===== config.mk =====
export PLATFORM = sky130hd
export DESIGN_NAME = dma_addr_engine
export DESIGN_NICKNAME = d
export VERILOG_FILES = /design/src/rtl/dma_eng_pkg.sv /design/src/rtl/dma_addr_ctr.sv /design/src/rtl/dma_len_ctr.sv /design/src/rtl/dma_addr_map.sv /design/src/rtl/dma_chan_ctl.sv /design/src/rtl/dma_addr_engine.sv
export SDC_FILE = /design/constraint.sdc
export NUM_CORES = 1
export LEC_CHECK = 0
export BUFFER_PORTS_ARGS = -buffer_cell sky130_fd_sc_hd__buf_2
export CAP_MARGIN = 20
export CORE_UTILIZATION = 49
export CTS_CLUSTER_SIZE = 28
export DETAILED_ROUTE_END_ITERATION = 7
export PLACE_DENSITY = 0.85
export SLEW_MARGIN = 10
export SYNTH_ARGS = -nofsm -noshare
export SYNTH_HDL_FRONTEND = slang
export SYNTH_SLANG_ARGS = --single-unit

===== constraint.sdc =====
create_clock -name clk_i -period 3.2 [get_ports clk_i]
set_clock_uncertainty 0.15 [all_clocks]
set_input_delay 0.48 -clock clk_i [delete_from_list [all_inputs] [get_ports clk_i]]
set_output_delay 0.48 -clock clk_i [all_outputs]
set_load 0.05 [all_outputs]

===== src/rtl/dma_eng_pkg.sv =====
package dma_eng_pkg;
  typedef struct packed {
    logic auto_init;
    logic down;
  } xfer_mode_t;
endpackage


===== src/rtl/dma_addr_ctr.sv =====
module dma_addr_ctr #(
  parameter int ADDR_W = 16
) (
  input  logic              clk_i,
  input  logic              rst_ni,
  input  logic              reload_i,
  input  logic              step_i,
  input  logic              down_i,
  input  logic [ADDR_W-1:0] base_i,
  output logic [ADDR_W-1:0] addr_o
);
  logic [ADDR_W-1:0] addr_q;

  always_ff @(posedge clk_i or negedge rst_ni) begin
    if (!rst_ni)       addr_q <= '0;
    else if (reload_i) addr_q <= base_i;
    else if (step_i)   addr_q <= down_i ? addr_q - 1'b1 : addr_q + 1'b1;
  end

  assign addr_o = addr_q;
endmodule


===== src/rtl/dma_len_ctr.sv =====
module dma_len_ctr #(
  parameter int ADDR_W = 16
) (
  input  logic              clk_i,
  input  logic              rst_ni,
  input  logic              reload_i,
  input  logic              step_i,
  input  logic [ADDR_W-1:0] base_i,
  output logic [ADDR_W-1:0] cnt_o,
  output logic              zero_o
);
  logic [ADDR_W-1:0] cnt_q;

  always_ff @(posedge clk_i or negedge rst_ni) begin
    if (!rst_ni)       cnt_q <= '0;
    else if (reload_i) cnt_q <= base_i;
    else if (step_i)   cnt_q <= cnt_q - 1'b1; // 0 wraps to all-ones
  end

  assign cnt_o  = cnt_q;
  assign zero_o = (cnt_q == '0);
endmodule


===== src/rtl/dma_addr_map.sv =====
module dma_addr_map #(
  parameter int ADDR_W      = 16,
  parameter int PAGE_W      = 8,
  parameter int BYTE_PAGE_W = 4,
  parameter bit WORD_CH     = 1'b0,
  localparam int BUS_W      = PAGE_W + ADDR_W,
  localparam int REM_W      = ADDR_W + 2
) (
  input  logic [PAGE_W-1:0] page_i,
  input  logic [ADDR_W-1:0] addr_i,
  input  logic [ADDR_W-1:0] cnt_i,
  output logic [BUS_W-1:0]  bus_addr_o,
  output logic [REM_W-1:0]  remain_o
);
  localparam int PAD_W = BUS_W - ADDR_W - BYTE_PAGE_W;

  logic [ADDR_W:0] units;
  assign units = {1'b0, cnt_i} + 1'b1;

  if (WORD_CH) begin : g_word
    logic unused_page_lsb;
    assign unused_page_lsb = page_i[0];
    assign bus_addr_o = {page_i[PAGE_W-1:1], addr_i, 1'b0};
    assign remain_o   = {units, 1'b0};
  end else begin : g_byte
    logic unused_page_hi;
    assign unused_page_hi = ^page_i[PAGE_W-1:BYTE_PAGE_W];
    assign bus_addr_o = {{PAD_W{1'b0}}, page_i[BYTE_PAGE_W-1:0], addr_i};
    assign remain_o   = {1'b0, units};
  end
endmodule


===== src/rtl/dma_chan_ctl.sv =====
module dma_chan_ctl
  import dma_eng_pkg::*;
(
  input  logic       clk_i,
  input  logic       rst_ni,
  input  xfer_mode_t mode_i,
  input  logic       load_i,
  input  logic       xfer_i,
  input  logic       mask_set_i,
  input  logic       mask_clr_i,
  input  logic       cnt_zero_i,
  output logic       masked_o,
  output logic       tc_o,
  output logic       step_o,
  output logic       reload_o
);
  logic masked_q;
  logic go;
  logic stop;

  assign go       = xfer_i & ~masked_q & ~load_i;
  assign tc_o     = go & cnt_zero_i;
  assign stop     = tc_o & ~mode_i.auto_init;
  assign reload_o = load_i | (tc_o & mode_i.auto_init);
  assign step_o   = go & ~(cnt_zero_i & mode_i.auto_init);

  always_ff @(posedge clk_i or negedge rst_ni) begin
    if (!rst_ni)                 masked_q <= 1'b1;
    else if (mask_set_i || stop) masked_q <= 1'b1;
    else if (mask_clr_i)         masked_q <= 1'b0;
  end

  assign masked_o = masked_q;
endmodule


===== src/rtl/dma_addr_engine.sv =====
module dma_addr_engine
  import dma_eng_pkg::*;
#(
  parameter int ADDR_W      = 16,
  parameter int PAGE_W      = 8,
  parameter int BYTE_PAGE_W = 4,
  parameter bit WORD_CH     = 1'b0,
  localparam int BUS_W      = PAGE_W + ADDR_W,
  localparam int REM_W      = ADDR_W + 2
) (
  input  logic              clk_i,
  input  logic              rst_ni,
  input  logic [ADDR_W-1:0] base_addr_i,
  input  logic [ADDR_W-1:0] base_count_i,
  input  logic [PAGE_W-1:0] page_i,
  input  logic              auto_init_i,
  input  logic              decrement_i,
  input  logic              load_i,
  input  logic              xfer_i,
  input  logic              mask_set_i,
  input  logic              mask_clr_i,
  output logic [BUS_W-1:0]  bus_addr_o,
  output logic              tc_o,
  output logic              masked_o,
  output logic [ADDR_W-1:0] cur_count_o,
  output logic [REM_W-1:0]  remain_o
);
  xfer_mode_t        mode;
  logic              step;
  logic              reload;
  logic              cnt_zero;
  logic [ADDR_W-1:0] cur_addr;
  logic [ADDR_W-1:0] cur_cnt;

  assign mode.auto_init = auto_init_i;
  assign mode.down      = decrement_i;

  dma_chan_ctl i_ctl (
    .clk_i      (clk_i),
    .rst_ni     (rst_ni),
    .mode_i     (mode),
    .load_i     (load_i),
    .xfer_i     (xfer_i),
    .mask_set_i (mask_set_i),
    .mask_clr_i (mask_clr_i),
    .cnt_zero_i (cnt_zero),
    .masked_o   (masked_o),
    .tc_o       (tc_o),
    .step_o     (step),
    .reload_o   (reload)
  );

  dma_addr_ctr #(.ADDR_W(ADDR_W)) i_addr (
    .clk_i    (clk_i),
    .rst_ni   (rst_ni),
    .reload_i (reload),
    .step_i   (step),
    .down_i   (mode.down),
    .base_i   (base_addr_i),
    .addr_o   (cur_addr)
  );

  dma_len_ctr #(.ADDR_W(ADDR_W)) i_len (
    .clk_i    (clk_i),
    .rst_ni   (rst_ni),
    .reload_i (reload),
    .step_i   (step),
    .base_i   (base_count_i),
    .cnt_o    (cur_cnt),
    .zero_o   (cnt_zero)
  );

  dma_addr_map #(
    .ADDR_W      (ADDR_W),
    .PAGE_W      (PAGE_W),
    .BYTE_PAGE_W (BYTE_PAGE_W),
    .WORD_CH     (WORD_CH)
  ) i_map (
    .page_i     (page_i),
    .addr_i     (cur_addr),
    .cnt_i      (cur_cnt),
    .bus_addr_o (bus_addr_o),
    .remain_o   (remain_o)
  );

  assign cur_count_o = cur_cnt;
endmodule


==> summary.log, run 1 <==
[grt] Total Routing Usage GR 0.2442
[status] result of the run complete, no violations
[power] power density relative to cell area 616.7 nW/um^2
[yosys] share of the yosys chip area belonging to registers 0.3053
[yosys] synthesized area 2709 sq um
[timing] setup violation total in the final timing report 0
[yosys] portion of synthesized cell area occupied by the leading cell type 0.2956
[timing] total count of hold-check failures in the final report 0
[clock_tree] # H-tree levels 2
[place] buffers added on ports 90
[timing] Max Transition Viols Final 0
[grt] first-pass GRT wire length 11.42 mm
[timing] Least-Margin Pin Slew 0.7573 ns
[finish] post-route core utilization 0.6262
[routing] routed length per instance 14.45 um
[timing] time the final worst path needs with I/O delays and setup 2.984 ns
[die] horizontal die dimension 76.35 um
[grt] largest net degree at the start of global routing 34
[setup_path] depth of the most critical reg-to-reg path 7
[timing] total negative setup slack 0 ns
[yosys] Cell variety after synth 56
[yosys] top flip-flop cell by instance count after synthesis sky130_fd_sc_hd__dfrtp_1
[clock_tree] CTS Buf Count 5
[setup_path] critical register-to-register path startpoint i_len.cnt_o[9]$_DFFE_PN0P_
[timing] worst-case hold slack 0.09374 ns
[routing] length of the first detailed-routing pass in iterations 4
[die] area enclosed by the die boundary 5829 sq um
[timing] unrepaired setup endpoints after global routing no
[clock_tree] root cell of the clock tree sky130_fd_sc_hd__clkbuf_8
[clock_tree] count of buffers added by post-CTS timing repair for setup 0
[routing] routed via count 2627
[clock_tree] clock transition at the registers of the reported paths 0.09 ns
[job] # Max-Cap Violations 0
[die] total I/O pin count 108
[setup_path] sort of element at the start of the critical path register
[finish] number of standard cells in the final layout excluding fillers 471
[clock_tree] number of sinks driven by the clock tree 33
[finish] post-synthesis to final-layout area growth 20.32%
[setup_path] kind of critical path register to output port
[yosys] Yosys top cell by area sky130_fd_sc_hd__dfrtp_1
[power] maximum vdd ir drop 0.0003152 V
[yosys] count leader, synth sky130_fd_sc_hd__nand2_1
[power] post-layout power 2.010 mW
[die] vertical extent of the die 76.35 um
[yosys] Yosys reg bits 33
[routing] DRC violation total after the first TritonRoute iteration 147
[yosys] Synth Area per Inst 8.518 sq um
[yosys] commonest cells in the synthesized netlist sky130_fd_sc_hd__nand2_1 (33), sky130_fd_sc_hd__dfrtp_1 (32), sky130_fd_sc_hd__a21oi_1 (30)
[routing] final routed wirelength across all metal layers 6.808 mm
[grt] number of global-route vias before repair 2494
[routing] Remaining DRCs 0
[grt] global route overflow 0
[yosys] Post-synth EDFFs 0
[place] placed standard-cell area 3173 sq um
[timing] final worst setup slack 0.2156 ns
[setup_path] slowest cell delay on critical path 0.61 ns
[place] final estimated routing congestion in global placement 0.8997
[grt] initial antenna violation count 0
[finish] ratio of cells with drive above 1 in the final layout 0.2968
[finish] post-route standard cell area excluding fillers 3259 sq um
[clock_tree] TritonCTS clock tree done
[yosys] dominant cells by area after synthesis sky130_fd_sc_hd__dfrtp_1 (30%), sky130_fd_sc_hd__xnor2_1 (8.1%), sky130_fd_sc_hd__ha_1 (7.9%)
[worst_hold_path] worst min path class input pin to asynchronous set/reset pin
[place] instance count after placement with tap cells included 463
[timing] FMAX 0.3351 GHz
[setup_path] cell-by-cell trace of the critical path or4_4, nor4_4, and4_1, buf_2
[place] HPWL reported at the end of detailed placement 5.227 mm
[die] Placement Rows 26
[place] Post-Place Setup Slack 0.3686 ns
[power] total leakage power 1.543 nW
[timing] Tcrit/Tclk final 0.9326
[clock_tree] total of cells resized after clock tree synthesis 0
[routing] count of nets left with antenna violations after detail routing 0
[clock_tree] hold-fix buffers at CTS 0
[setup_path] maximum fanout encountered on the critical timing path 8
[setup_path] required arrival time at the worst endpoint 2.57 ns
[finish] Inserted Diodes 0
[setup_path] Crit. End Element output port
[clock_tree] clock latency on the worst-skew pair 0.30 ns
[yosys] Async S/R FF share, synth 1.000
[yosys] total number of yosys warnings 0
[clock_tree] number of buffers on the longest clock path 2
[setup_path] data arrival time of the critical path 2.35 ns
[die] Placeable Area 5205 sq um
[finish] Net count, final 466
[setup_path] cell type of the slowest stage on the worst timing path sky130_fd_sc_hd__or4_4
[yosys] count of mapped cells out of synthesis 318
[setup_path] first element of the critical path i_len.cnt_o[9]$_DFFE_PN0P_
[die] initial standard-cell utilization of the core 0.5204
[timing] Worst slew margin 0.4951
[routing] mean number of vias per cell 5.577
-- per-layer routing --
layer,global-route usage,share of wire
met1,0.3177,0.45
met2,0.3928,0.47
met3,0.05030,0.056
met4,0.1038,0.022
met5,0,0
-- cell families after synthesis --
| family | after synthesis | synth area share |
|---|---|---|
| AND/OR/NAND/NOR | 99 | 0.1898 |
| buffers and inverters | 35 | 0.07160 |
| adder cells (fa/ha/maj) | 18 | 0.08591 |
| other | 1 | 0.001384 |
| XOR/XNOR | 35 | 0.1132 |
| flip-flops | 33 | 0.3053 |
| AO/OA/AOI/OAI | 97 | 0.2328 |
-- report_power, final --
group / switching [mW] / internal (mW) / leakage, nW / total (mW)
sequential: 0.0971 / 0.489 / 0.389 / 0.586
clock: 0.171 / 0.150 / 0.0439 / 0.321
combinational: 0.750 / 0.352 / 1.11 / 1.10
total: 1.02 / 0.992 / 1.54 / 2.01
-- final timing paths --
kind                                                      end  slack (ns)
worst max-delay path                                     tc_o        0.22
worst min-delay path            i_addr.addr_o[11]$_DFFE_PN0P_        0.09
worst max register to register     i_len.cnt_o[4]$_DFFE_PN0P_        0.38
worst min register to register  i_addr.addr_o[11]$_DFFE_PN0P_        0.38
max in group asynchronous          i_len.cnt_o[3]$_DFFE_PN0P_        2.30
min in group clk_i                i_len.cnt_o[11]$_DFFE_PN0P_        0.23
-- registers in the layout, indices dropped and copies added, names as in the netlist --
register and cells:
i_len.cnt_o 16, i_ctl.masked_o 1, i_addr.addr_o 16
-- worst max-delay path, delay by kind of cell, from the launching register on --
kind,cells,cell delay (ns)
buf+inv,1,0.29
flops,1,0.49
simple gates,3,1.26
-- cell type report --
type / instances / area [sq um]
clock buffer: 5 / 68.82
clock inverter: 3 / 17.52
fill: 455 / 1946
inverter: 12 / 45.04
multi-input combinational: 254 / 1733
sequential: 33 / 827.0
tap: 70 / 87.58
timing repair buffer: 94 / 480.5
-- cells in the final DEF, fill, tap and decap left out, types with 4 or more instances in the layout --
master	instances
sky130_fd_sc_hd__a21o_1	5
sky130_fd_sc_hd__ha_1	17
sky130_fd_sc_hd__nor2_1	20
sky130_fd_sc_hd__dfrtp_1	32
sky130_fd_sc_hd__a21oi_1	30
sky130_fd_sc_hd__o22ai_1	5
sky130_fd_sc_hd__buf_4	4
sky130_fd_sc_hd__nand3_1	12
sky130_fd_sc_hd__o21ai_1	8
sky130_fd_sc_hd__o21ai_0	17
sky130_fd_sc_hd__conb_1	5
sky130_fd_sc_hd__inv_1	12
sky130_fd_sc_hd__buf_2	90
sky130_fd_sc_hd__and3_1	5
sky130_fd_sc_hd__xnor2_2	4
sky130_fd_sc_hd__nand2_1	33
sky130_fd_sc_hd__nor3_1	7
sky130_fd_sc_hd__a221o_1	5
sky130_fd_sc_hd__a22oi_1	5
sky130_fd_sc_hd__xnor2_1	21
sky130_fd_sc_hd__a31oi_1	4
sky130_fd_sc_hd__clkbuf_8	5
sky130_fd_sc_hd__xor2_1	10
(Power assumes the default switching activity.)
==> run 2: changes to the inputs <==
Settings changed: PLACE_DENSITY 0.85 to 0.81.
Clock period 3.2 ns to 3.4 ns, I/O delays scaled along.
==> run 2 against run 1 <==
Net effect: sequential share of layout area decreased by 0.14 points; highest routed layer unchanged; design area increased by 0.54%; count of clock-buffer cells in the layout unchanged; register-to-register slack improved by 0.32 ns; clock power increased by 40%; worst setup slack improved by 0.21 ns; first-iteration DRC count increased by 50%; sequential power decreased by 6.0%; via count increased by 1.9%; cell count unchanged; routed wire length increased by 5.6%.
==> summary.log, run 2 (synthesis results as in run 1) <==
[status] result of the run complete, no violations
[routing] routed via count 2677 [+1.9%]
[die] total I/O pin count 108 [unchanged]
[setup_path] cell-by-cell trace of the critical path or4_4, nor4_4, and4_1, buf_2
[routing] mean number of vias per cell 5.684 [+1.9%]
[setup_path] required arrival time at the worst endpoint 2.74 ns [+0.17 ns]
[timing] FMAX 0.3361 GHz
[timing] setup violation total in the final timing report 0 [unchanged]
[routing] DRC violation total after the first TritonRoute iteration 221 [+50%]
[setup_path] cell type of the slowest stage on the worst timing path sky130_fd_sc_hd__or4_4
[worst_hold_path] worst min path class input pin to asynchronous set/reset pin
[setup_path] cell depth of the worst setup path 4 [unchanged]
[routing] routed length per instance 15.26 um [+5.6%]
[timing] total count of hold-check failures in the final report 0 [unchanged]
[timing] total negative setup slack 0 ns [unchanged]
[die] vertical extent of the die 76.35 um [unchanged]
[clock_tree] clock transition at the registers of the reported paths 0.08 ns [about the same]
[place] buffers added on ports 90 [unchanged]
[timing] Least-Margin Pin Slew 0.7814 ns [+0.02407 ns]
[die] horizontal die dimension 76.35 um [unchanged]
[grt] busiest grt layer met2
[clock_tree] TritonCTS clock tree done
[clock_tree] hold-fix buffers at CTS 0 [unchanged]
[routing] Remaining DRCs 0 [unchanged]
[routing] length of the first detailed-routing pass in iterations 4 [unchanged]
[place] final estimated routing congestion in global placement 0.8865 [-1.5%]
[routing] count of nets left with antenna violations after detail routing 0 [unchanged]
[setup_path] kind of critical path register to output port
[finish] most frequent cells in the layout sky130_fd_sc_hd__buf_2 (90), sky130_fd_sc_hd__nand2_1 (33), sky130_fd_sc_hd__dfrtp_1 (32)
[timing] worst-case hold slack 0.1434 ns [+0.04964 ns]
[power] power density relative to cell area 624.3 nW/um^2 [+1.2%]
[finish] ratio of cells with drive above 1 in the final layout 0.2868 [-0.009975]
[clock_tree] count of buffers added by post-CTS timing repair for setup 0 [unchanged]
[grt] number of global-route vias before repair 2543 [+2.0%]
[grt] global route overflow 0 [unchanged]
[die] Placement Rows 26 [unchanged]
[setup_path] minimum setup slack among reg-to-reg paths 0.70 ns [+0.32 ns]
[timing] unrepaired setup endpoints after global routing no
[setup_path] depth of the most critical reg-to-reg path 7 [unchanged]
[finish] Net count, final 466 [unchanged]
[die] area enclosed by the die boundary 5829 sq um [unchanged]
[clock_tree] total of cells resized after clock tree synthesis 0 [unchanged]
[place] HPWL reported at the end of detailed placement 5.278 mm [+0.97%]
[timing] Max Transition Viols Final 0 [unchanged]
[setup_path] sort of element at the start of the critical path register
[job] # Max-Cap Violations 0 [unchanged]
[clock_tree] clock latency on the worst-skew pair 0.29 ns [about the same]
[grt] M2 GR Usage 0.4351 [+0.04234]
[clock_tree] number of buffers on the longest clock path 2 [unchanged]
[setup_path] data arrival time of the critical path 2.32 ns [-0.03 ns]
[finish] most common cell after layout, fill and taps aside sky130_fd_sc_hd__buf_2
[timing] time the final worst path needs with I/O delays and setup 2.975 ns
[clock_tree] CTS Buf Count 5 [unchanged]
[setup_path] maximum fanout encountered on the critical timing path 11 [+3]
[grt] Total Routing Usage GR 0.2508 [+0.006613]
[routing] final routed wirelength across all metal layers 7.187 mm [+5.6%]
[clock_tree] number of sinks driven by the clock tree 33 [unchanged]
[power] total leakage power 1.539 nW [-0.24%]
[finish] Inserted Diodes 0 [unchanged]
[setup_path] worst path buffer plus inverter count 1 [unchanged]
[grt] initial antenna violation count 0 [unchanged]
[setup_path] slowest cell delay on critical path 0.56 ns [-0.05 ns]
[grt] largest net degree at the start of global routing 34 [unchanged]
[finish] post-synthesis to final-layout area growth 20.97%
[setup_path] Top delay family on crit path simple AND/OR/NAND/NOR gates
[timing] Worst slew margin 0.4791 [-0.01605]
[power] maximum vdd ir drop 0.0003501 V [+11%]
[die] Placeable Area 5205 sq um [unchanged]
[clock_tree] # H-tree levels 2 [unchanged]
[grt] met3 Track Usage GR 0.03952 [-0.01078]
[grt] first-pass GRT wire length 11.72 mm [+2.7%]
[setup_path] Crit. End Element output port
[grt] global-route met1 utilization 0.3131 [-0.004595]
[die] initial standard-cell utilization of the core 0.5204 [unchanged]
[timing] Tcrit/Tclk final 0.8751
[clock_tree] root cell of the clock tree sky130_fd_sc_hd__clkbuf_8
==> run 2: changes by cell type in the layout (fill, tap and decap cells not counted) <==
cell,before,now
sky130_fd_sc_hd__clkinvlp_4,1,0
sky130_fd_sc_hd__xnor2_2,4,0
sky130_fd_sc_hd__clkinv_2,2,1
sky130_fd_sc_hd__xnor2_1,21,25
sky130_fd_sc_hd__bufinv_16,0,2
==> run 2: where the power goes <==
part / switching [mW] / total (mW) / internal, mW
clock network: 0.159 / 0.450 / 0.291
registers: 0.0902 / 0.551 / 0.461
logic: 0.715 / 1.04 / 0.330
total: 0.964 / 2.05 / 1.08
==> run 2: path summary, 6_finish.rpt <==
path	startpoint	endpoint
setup reg to reg	i_len.cnt_o[7]$_DFFE_PN0P_	i_addr.addr_o[11]$_DFFE_PN0P_
setup / recovery	i_len.cnt_o[7]$_DFFE_PN0P_	tc_o
hold / removal	rst_ni	i_addr.addr_o[15]$_DFFE_PN0P_
hold reg to reg	i_addr.addr_o[2]$_DFFE_PN0P_	i_addr.addr_o[2]$_DFFE_PN0P_
min in group clk_i	base_count_i[7]	i_len.cnt_o[7]$_DFFE_PN0P_
max in group asynchronous	rst_ni	i_len.cnt_o[15]$_DFFE_PN0P_
==> run 2: stage by stage <==
step	area (sq um)	cells	util	worst slack [ns]	total power [mW]
floorplan	2724	322	-	0.05275	1.376
global placement	3143	463	0.6038	0.5438	1.565
detailed placement	3143	463	0.6038	0.4924	1.592
CTS	3277	471	0.6296	0.4196	2.046
global route	3277	471	0.6296	0.3315	2.148
finish	3277	471	0.6296	0.4246	2.046
==> run 2: layout make-up <==
| cell class | instances | area, sq um |
|---|---|---|
| sequential | 33 | 827.0 |
| fill | 450 | 1928 |
| inverter | 12 | 45.04 |
| tap | 70 | 87.58 |
| multi-input combinational | 254 | 1703 |
| timing repair buffer | 94 | 480.5 |
| clock buffer | 5 | 68.82 |
| clock inverter | 3 | 65.06 |
==> run 2: layer usage <==
metal	wire length, um	up-vias
li1	-	1294
met1	3138	1270
met2	3478	100
met3	447	13
met4	122	0
met5	0	-
==> run 3: changes to the inputs <==
Settings changed: ABC_AREA set to 1, CORE_UTILIZATION 49 to 52, PLACE_DENSITY 0.81 to 0.82.
Clock period 3.4 ns to 2.82 ns, I/O delays scaled along.
==> run 3 against run 2 <==
Net effect: first-iteration DRC count down 3.2%; synthesized cell count up 59%; power up 8.2%; via count up 27%; die area up 15%; register-to-register slack worse by 0.21 ns; worst hold slack worse by 0.092 ns; clock power down 9.1%; count of clock-buffer cells in the layout up 2; sequential share of layout area down 3.9 points; critical path type unchanged; highest routed layer unchanged.
==> summary.log, run 3 <==
[setup_path] required arrival time at the worst endpoint 2.25 ns [-0.49 ns]
[setup_path] Top delay family on crit path simple AND/OR/NAND/NOR gates
[yosys] top flip-flop cell by instance count after synthesis sky130_fd_sc_hd__dfrtp_1
[finish] post-route standard cell area excluding fillers 3884 sq um [+19%]
[finish] Sequential Area 829.5 sq um [+0.30%]
[timing] total negative setup slack 0 ns [unchanged]
[yosys] synthesized area 3303 sq um [+22%]
[yosys] Post-synth EDFFs 0 [unchanged]
[timing] worst-case hold slack 0.05112 ns [-0.09226 ns]
[yosys] total number of yosys warnings 0 [unchanged]
[grt] initial antenna violation count 0 [unchanged]
[clock_tree] # H-tree levels 2 [unchanged]
[finish] area of combinational cells with multiple inputs 2103 sq um [+24%]
[power] maximum vdd ir drop 0.0003356 V [-4.1%]
[finish] filler cell count in the final layout 565 [+26%]
[power] Int Power 1.098 mW [+1.5%]
[setup_path] slowest cell delay on critical path 0.49 ns [-0.07 ns]
[routing] DRC violation total after the first TritonRoute iteration 214 [-3.2%]
[setup_path] sort of element at the start of the critical path register
[timing] Tcrit/Tclk final 0.9427
[timing] Least-Margin Pin Slew 0.7651 ns [-0.01634 ns]
[routing] routed length per instance 12.74 um [-17%]
[clock_tree] clock transition at the registers of the reported paths 0.07 ns [about the same]
[finish] post-route core utilization 0.6445 [+0.01495]
[clock_tree] number of sinks driven by the clock tree 33 [unchanged]
[power] power density relative to cell area 570.1 nW/um^2 [-8.7%]
[power] switching power summed over all nets 1.116 mW [+16%]
[timing] Max Transition Viols Final 0 [unchanged]
[clock_tree] TritonCTS clock tree done
[yosys] Yosys reg bits 33 [unchanged]
[finish] ratio of cells with drive above 1 in the final layout 0.2326 [-0.05419]
[yosys] dominant cells by area after synthesis sky130_fd_sc_hd__dfrtp_1 (24%), sky130_fd_sc_hd__nand2_1 (21%), sky130_fd_sc_hd__inv_1 (7.7%)
[setup_path] CP most frequent cell sky130_fd_sc_hd__nor2_1
[grt] number of global-route vias before repair 3109 [+22%]
[setup_path] kind of critical path register to output port
[setup_path] maximum fanout encountered on the critical timing path 5 [-6]
[worst_hold_path] worst min path class input pin to asynchronous set/reset pin
[power] relative contribution of the clock network to total power 0.185 [-0.035]
[clock_tree] clock latency on the worst-skew pair 0.28 ns [about the same]
[die] Placeable Area 6026 sq um [+16%]
[routing] routed via count 3389 [+27%]
[setup_path] worst path buffer plus inverter count 2 [+1]
[yosys] commonest cells in the synthesized netlist sky130_fd_sc_hd__nand2_1 (185), sky130_fd_sc_hd__inv_1 (68), sky130_fd_sc_hd__nor2_1 (37)
[finish] Inserted Diodes 0 [unchanged]
[routing] mean number of vias per cell 5.104 [-10%]
[yosys] Synth Area per Inst 6.515 sq um [-24%]
[die] total I/O pin count 108 [unchanged]
[yosys] Yosys top cell by area sky130_fd_sc_hd__dfrtp_1
[grt] global route overflow 0 [unchanged]
[job] # Max-Cap Violations 0 [unchanged]
[power] total leakage power 2.157 nW [+40%]
[routing] count of nets left with antenna violations after detail routing 0 [unchanged]
[timing] time the final worst path needs with I/O delays and setup 2.658 ns
[setup_path] Crit. End Element output port
[timing] total count of hold-check failures in the final report 0 [unchanged]
[place] HPWL reported at the end of detailed placement 6.455 mm [+22%]
[yosys] portion of synthesized cell area occupied by the leading cell type 0.2424 [-0.05319]
[grt] first-pass GRT wire length 14.12 mm [+20%]
[power] post-layout power 2.214 mW [+8.2%]
[yosys] count of mapped cells out of synthesis 507 [+59%]
[place] buffers added on ports 90 [unchanged]
[die] vertical extent of the die 81.70 um [+7.0%]
[setup_path] cell type of the slowest stage on the worst timing path sky130_fd_sc_hd__dfrtp_1
[status] result of the run complete, no violations
[die] area enclosed by the die boundary 6675 sq um [+15%]
[clock_tree] CTS Buf Count 5 [unchanged]
[power] fraction of power consumed by sequential logic 0.292 [+0.023]
[yosys] Async S/R FF share, synth 1.000 [unchanged]
[finish] most frequent cells in the layout sky130_fd_sc_hd__nand2_1 (185), sky130_fd_sc_hd__buf_2 (88), sky130_fd_sc_hd__inv_1 (68)
[routing] final routed wirelength across all metal layers 8.460 mm [+18%]
[power] power share of the combinational group 0.523 [+0.012]
[yosys] Cell variety after synth 35 [-38%]
[finish] Net count, final 654 [+40%]
[yosys] count leader, synth sky130_fd_sc_hd__nand2_1
[place] placed standard-cell area 3770 sq um [+20%]
[place] final estimated routing congestion in global placement 0.8835 [-0.34%]
[routing] length of the first detailed-routing pass in iterations 4 [unchanged]
[grt] Total Routing Usage GR 0.2720 [+0.02112]
[timing] setup violation total in the final timing report 0 [unchanged]
[timing] FMAX 0.3762 GHz
[finish] most common cell after layout, fill and taps aside sky130_fd_sc_hd__nand2_1
[die] initial standard-cell utilization of the core 0.5482 [+0.02774]
[power] proportion of total power due to net switching 0.5042 [+0.03295]
[grt] largest net degree at the start of global routing 35 [+2.9%]
[clock_tree] root cell of the clock tree sky130_fd_sc_hd__clkbuf_8
[die] Placement Rows 28 [+7.7%]
[yosys] share of the yosys chip area belonging to registers 0.2504 [-0.05493]
[timing] unrepaired setup endpoints after global routing no
[clock_tree] number of buffers on the longest clock path 2 [unchanged]
[setup_path] cell-by-cell trace of the critical path inv_2, nor2_1, nand4_1, nor2_2, nand2_1, nor2_1, xor2_2, buf_2
[routing] Remaining DRCs 0 [unchanged]
[die] horizontal die dimension 81.70 um [+7.0%]
[timing] Worst slew margin 0.4900 [+0.01089]
[setup_path] data arrival time of the critical path 2.09 ns [-0.23 ns]
[finish] post-synthesis to final-layout area growth 17.58%
run 3: cell types whose count changed after synthesis, sizes merged, moves of 16 or more:
cell / previous run / this run
o21ai: 25 / 4
nor2: 23 / 48
nand2: 34 / 189
nand3: 12 / 37
xnor2: 25 / 9
inv: 12 / 71
run 3: power groups by stage:
stage | logic [mW] | clock network (mW) | registers, mW
5_1_grt | 1.27 | 0.433 | 0.660
6_report | 1.16 | 0.409 | 0.647
3_3_place_gp | 1.12 | 0 | 0.649
2_1_floorplan | 0.731 | 0 | 0.840
4_1_cts | 1.15 | 0.412 | 0.645
3_5_place_dp | 1.15 | 0 | 0.654
run 3: per-layer routing:
layer  GRT usage  vias to the layer above  wire [um]
met1      0.3782                     1536       4009
met3     0.04222                        9        560
met4     0.06316                        0         74
met5           0                        -          0
li1            -                     1720          -
met2      0.4417                      124       3816
run 3: metrics by stage:
step	setup WS [ns]	instances
3_3_place_gp	0.4427	656
4_1_cts	0.04079	664
5_1_grt	0.001599	664
2_1_floorplan	-0.1662	511
6_report	0.1617	664
3_5_place_dp	0.3611	656
run 3: worst paths after layout:
kind / startpoint / end / slack, ns / cells after the start
min: rst_ni / i_addr.addr_o[12]$_DFFE_PN0P_ / 0.05 / 1
max reg2reg: i_len.cnt_o[0]$_DFFE_PN0P_ / i_addr.addr_o[3]$_DFFE_PN0P_ / 0.49 / 9
max in group asynchronous: rst_ni / i_len.cnt_o[2]$_DFFE_PN0P_ / 1.93 / 1
min in group clk_i: mask_clr_i / i_ctl.masked_o$_DFFE_PN1P_ / 0.13 / 2
max: i_len.cnt_o[3]$_DFFE_PN0P_ / remain_o[15] / 0.16 / 8
min reg2reg: i_addr.addr_o[14]$_DFFE_PN0P_ / i_addr.addr_o[14]$_DFFE_PN0P_ / 0.36 / 2
run 3: what timing repair did:
action / CTS / global route
hold buffers: 0 / 0
setup endpoints to repair: 0 / 5
endpoints found under the hold margin: 0 / 0
buffers inserted: 0 / 0
gates resized for setup: 0 / 5
run 3: logic make-up after synthesis:
| kind of cell | share of synthesized area |
|---|---|
| other | 0.001135 |
| flip-flops | 0.2504 |
| adder cells (fa/ha/maj) | 0.07045 |
| AND/OR/NAND/NOR | 0.3849 |
| AO/OA/AOI/OAI | 0.06742 |
| XOR/XNOR | 0.09015 |
| buffers and inverters | 0.1356 |
run 3: final cells by class:
class / instances / share of cell area
clock buffer: 7 / 0.02481
clock inverter: 1 / 0.001289
inverter: 72 / 0.06959
multi-input combinational: 382 / 0.5416
sequential: 33 / 0.2136
tap: 75 / 0.02416
timing repair buffer: 94 / 0.1250
run 3: worst reg2reg max path, cell delays in order (launching register included):
cell	delay, ns
sky130_fd_sc_hd__dfrtp_2	0.46
sky130_fd_sc_hd__inv_1	0.15
sky130_fd_sc_hd__ha_1	0.24
sky130_fd_sc_hd__nand2_1	0.11
sky130_fd_sc_hd__nor2_4	0.16
sky130_fd_sc_hd__nand4_2	0.14
sky130_fd_sc_hd__nand2_2	0.47
sky130_fd_sc_hd__buf_4	0.24
sky130_fd_sc_hd__nand2_1	0.05
sky130_fd_sc_hd__o211ai_1	0.07
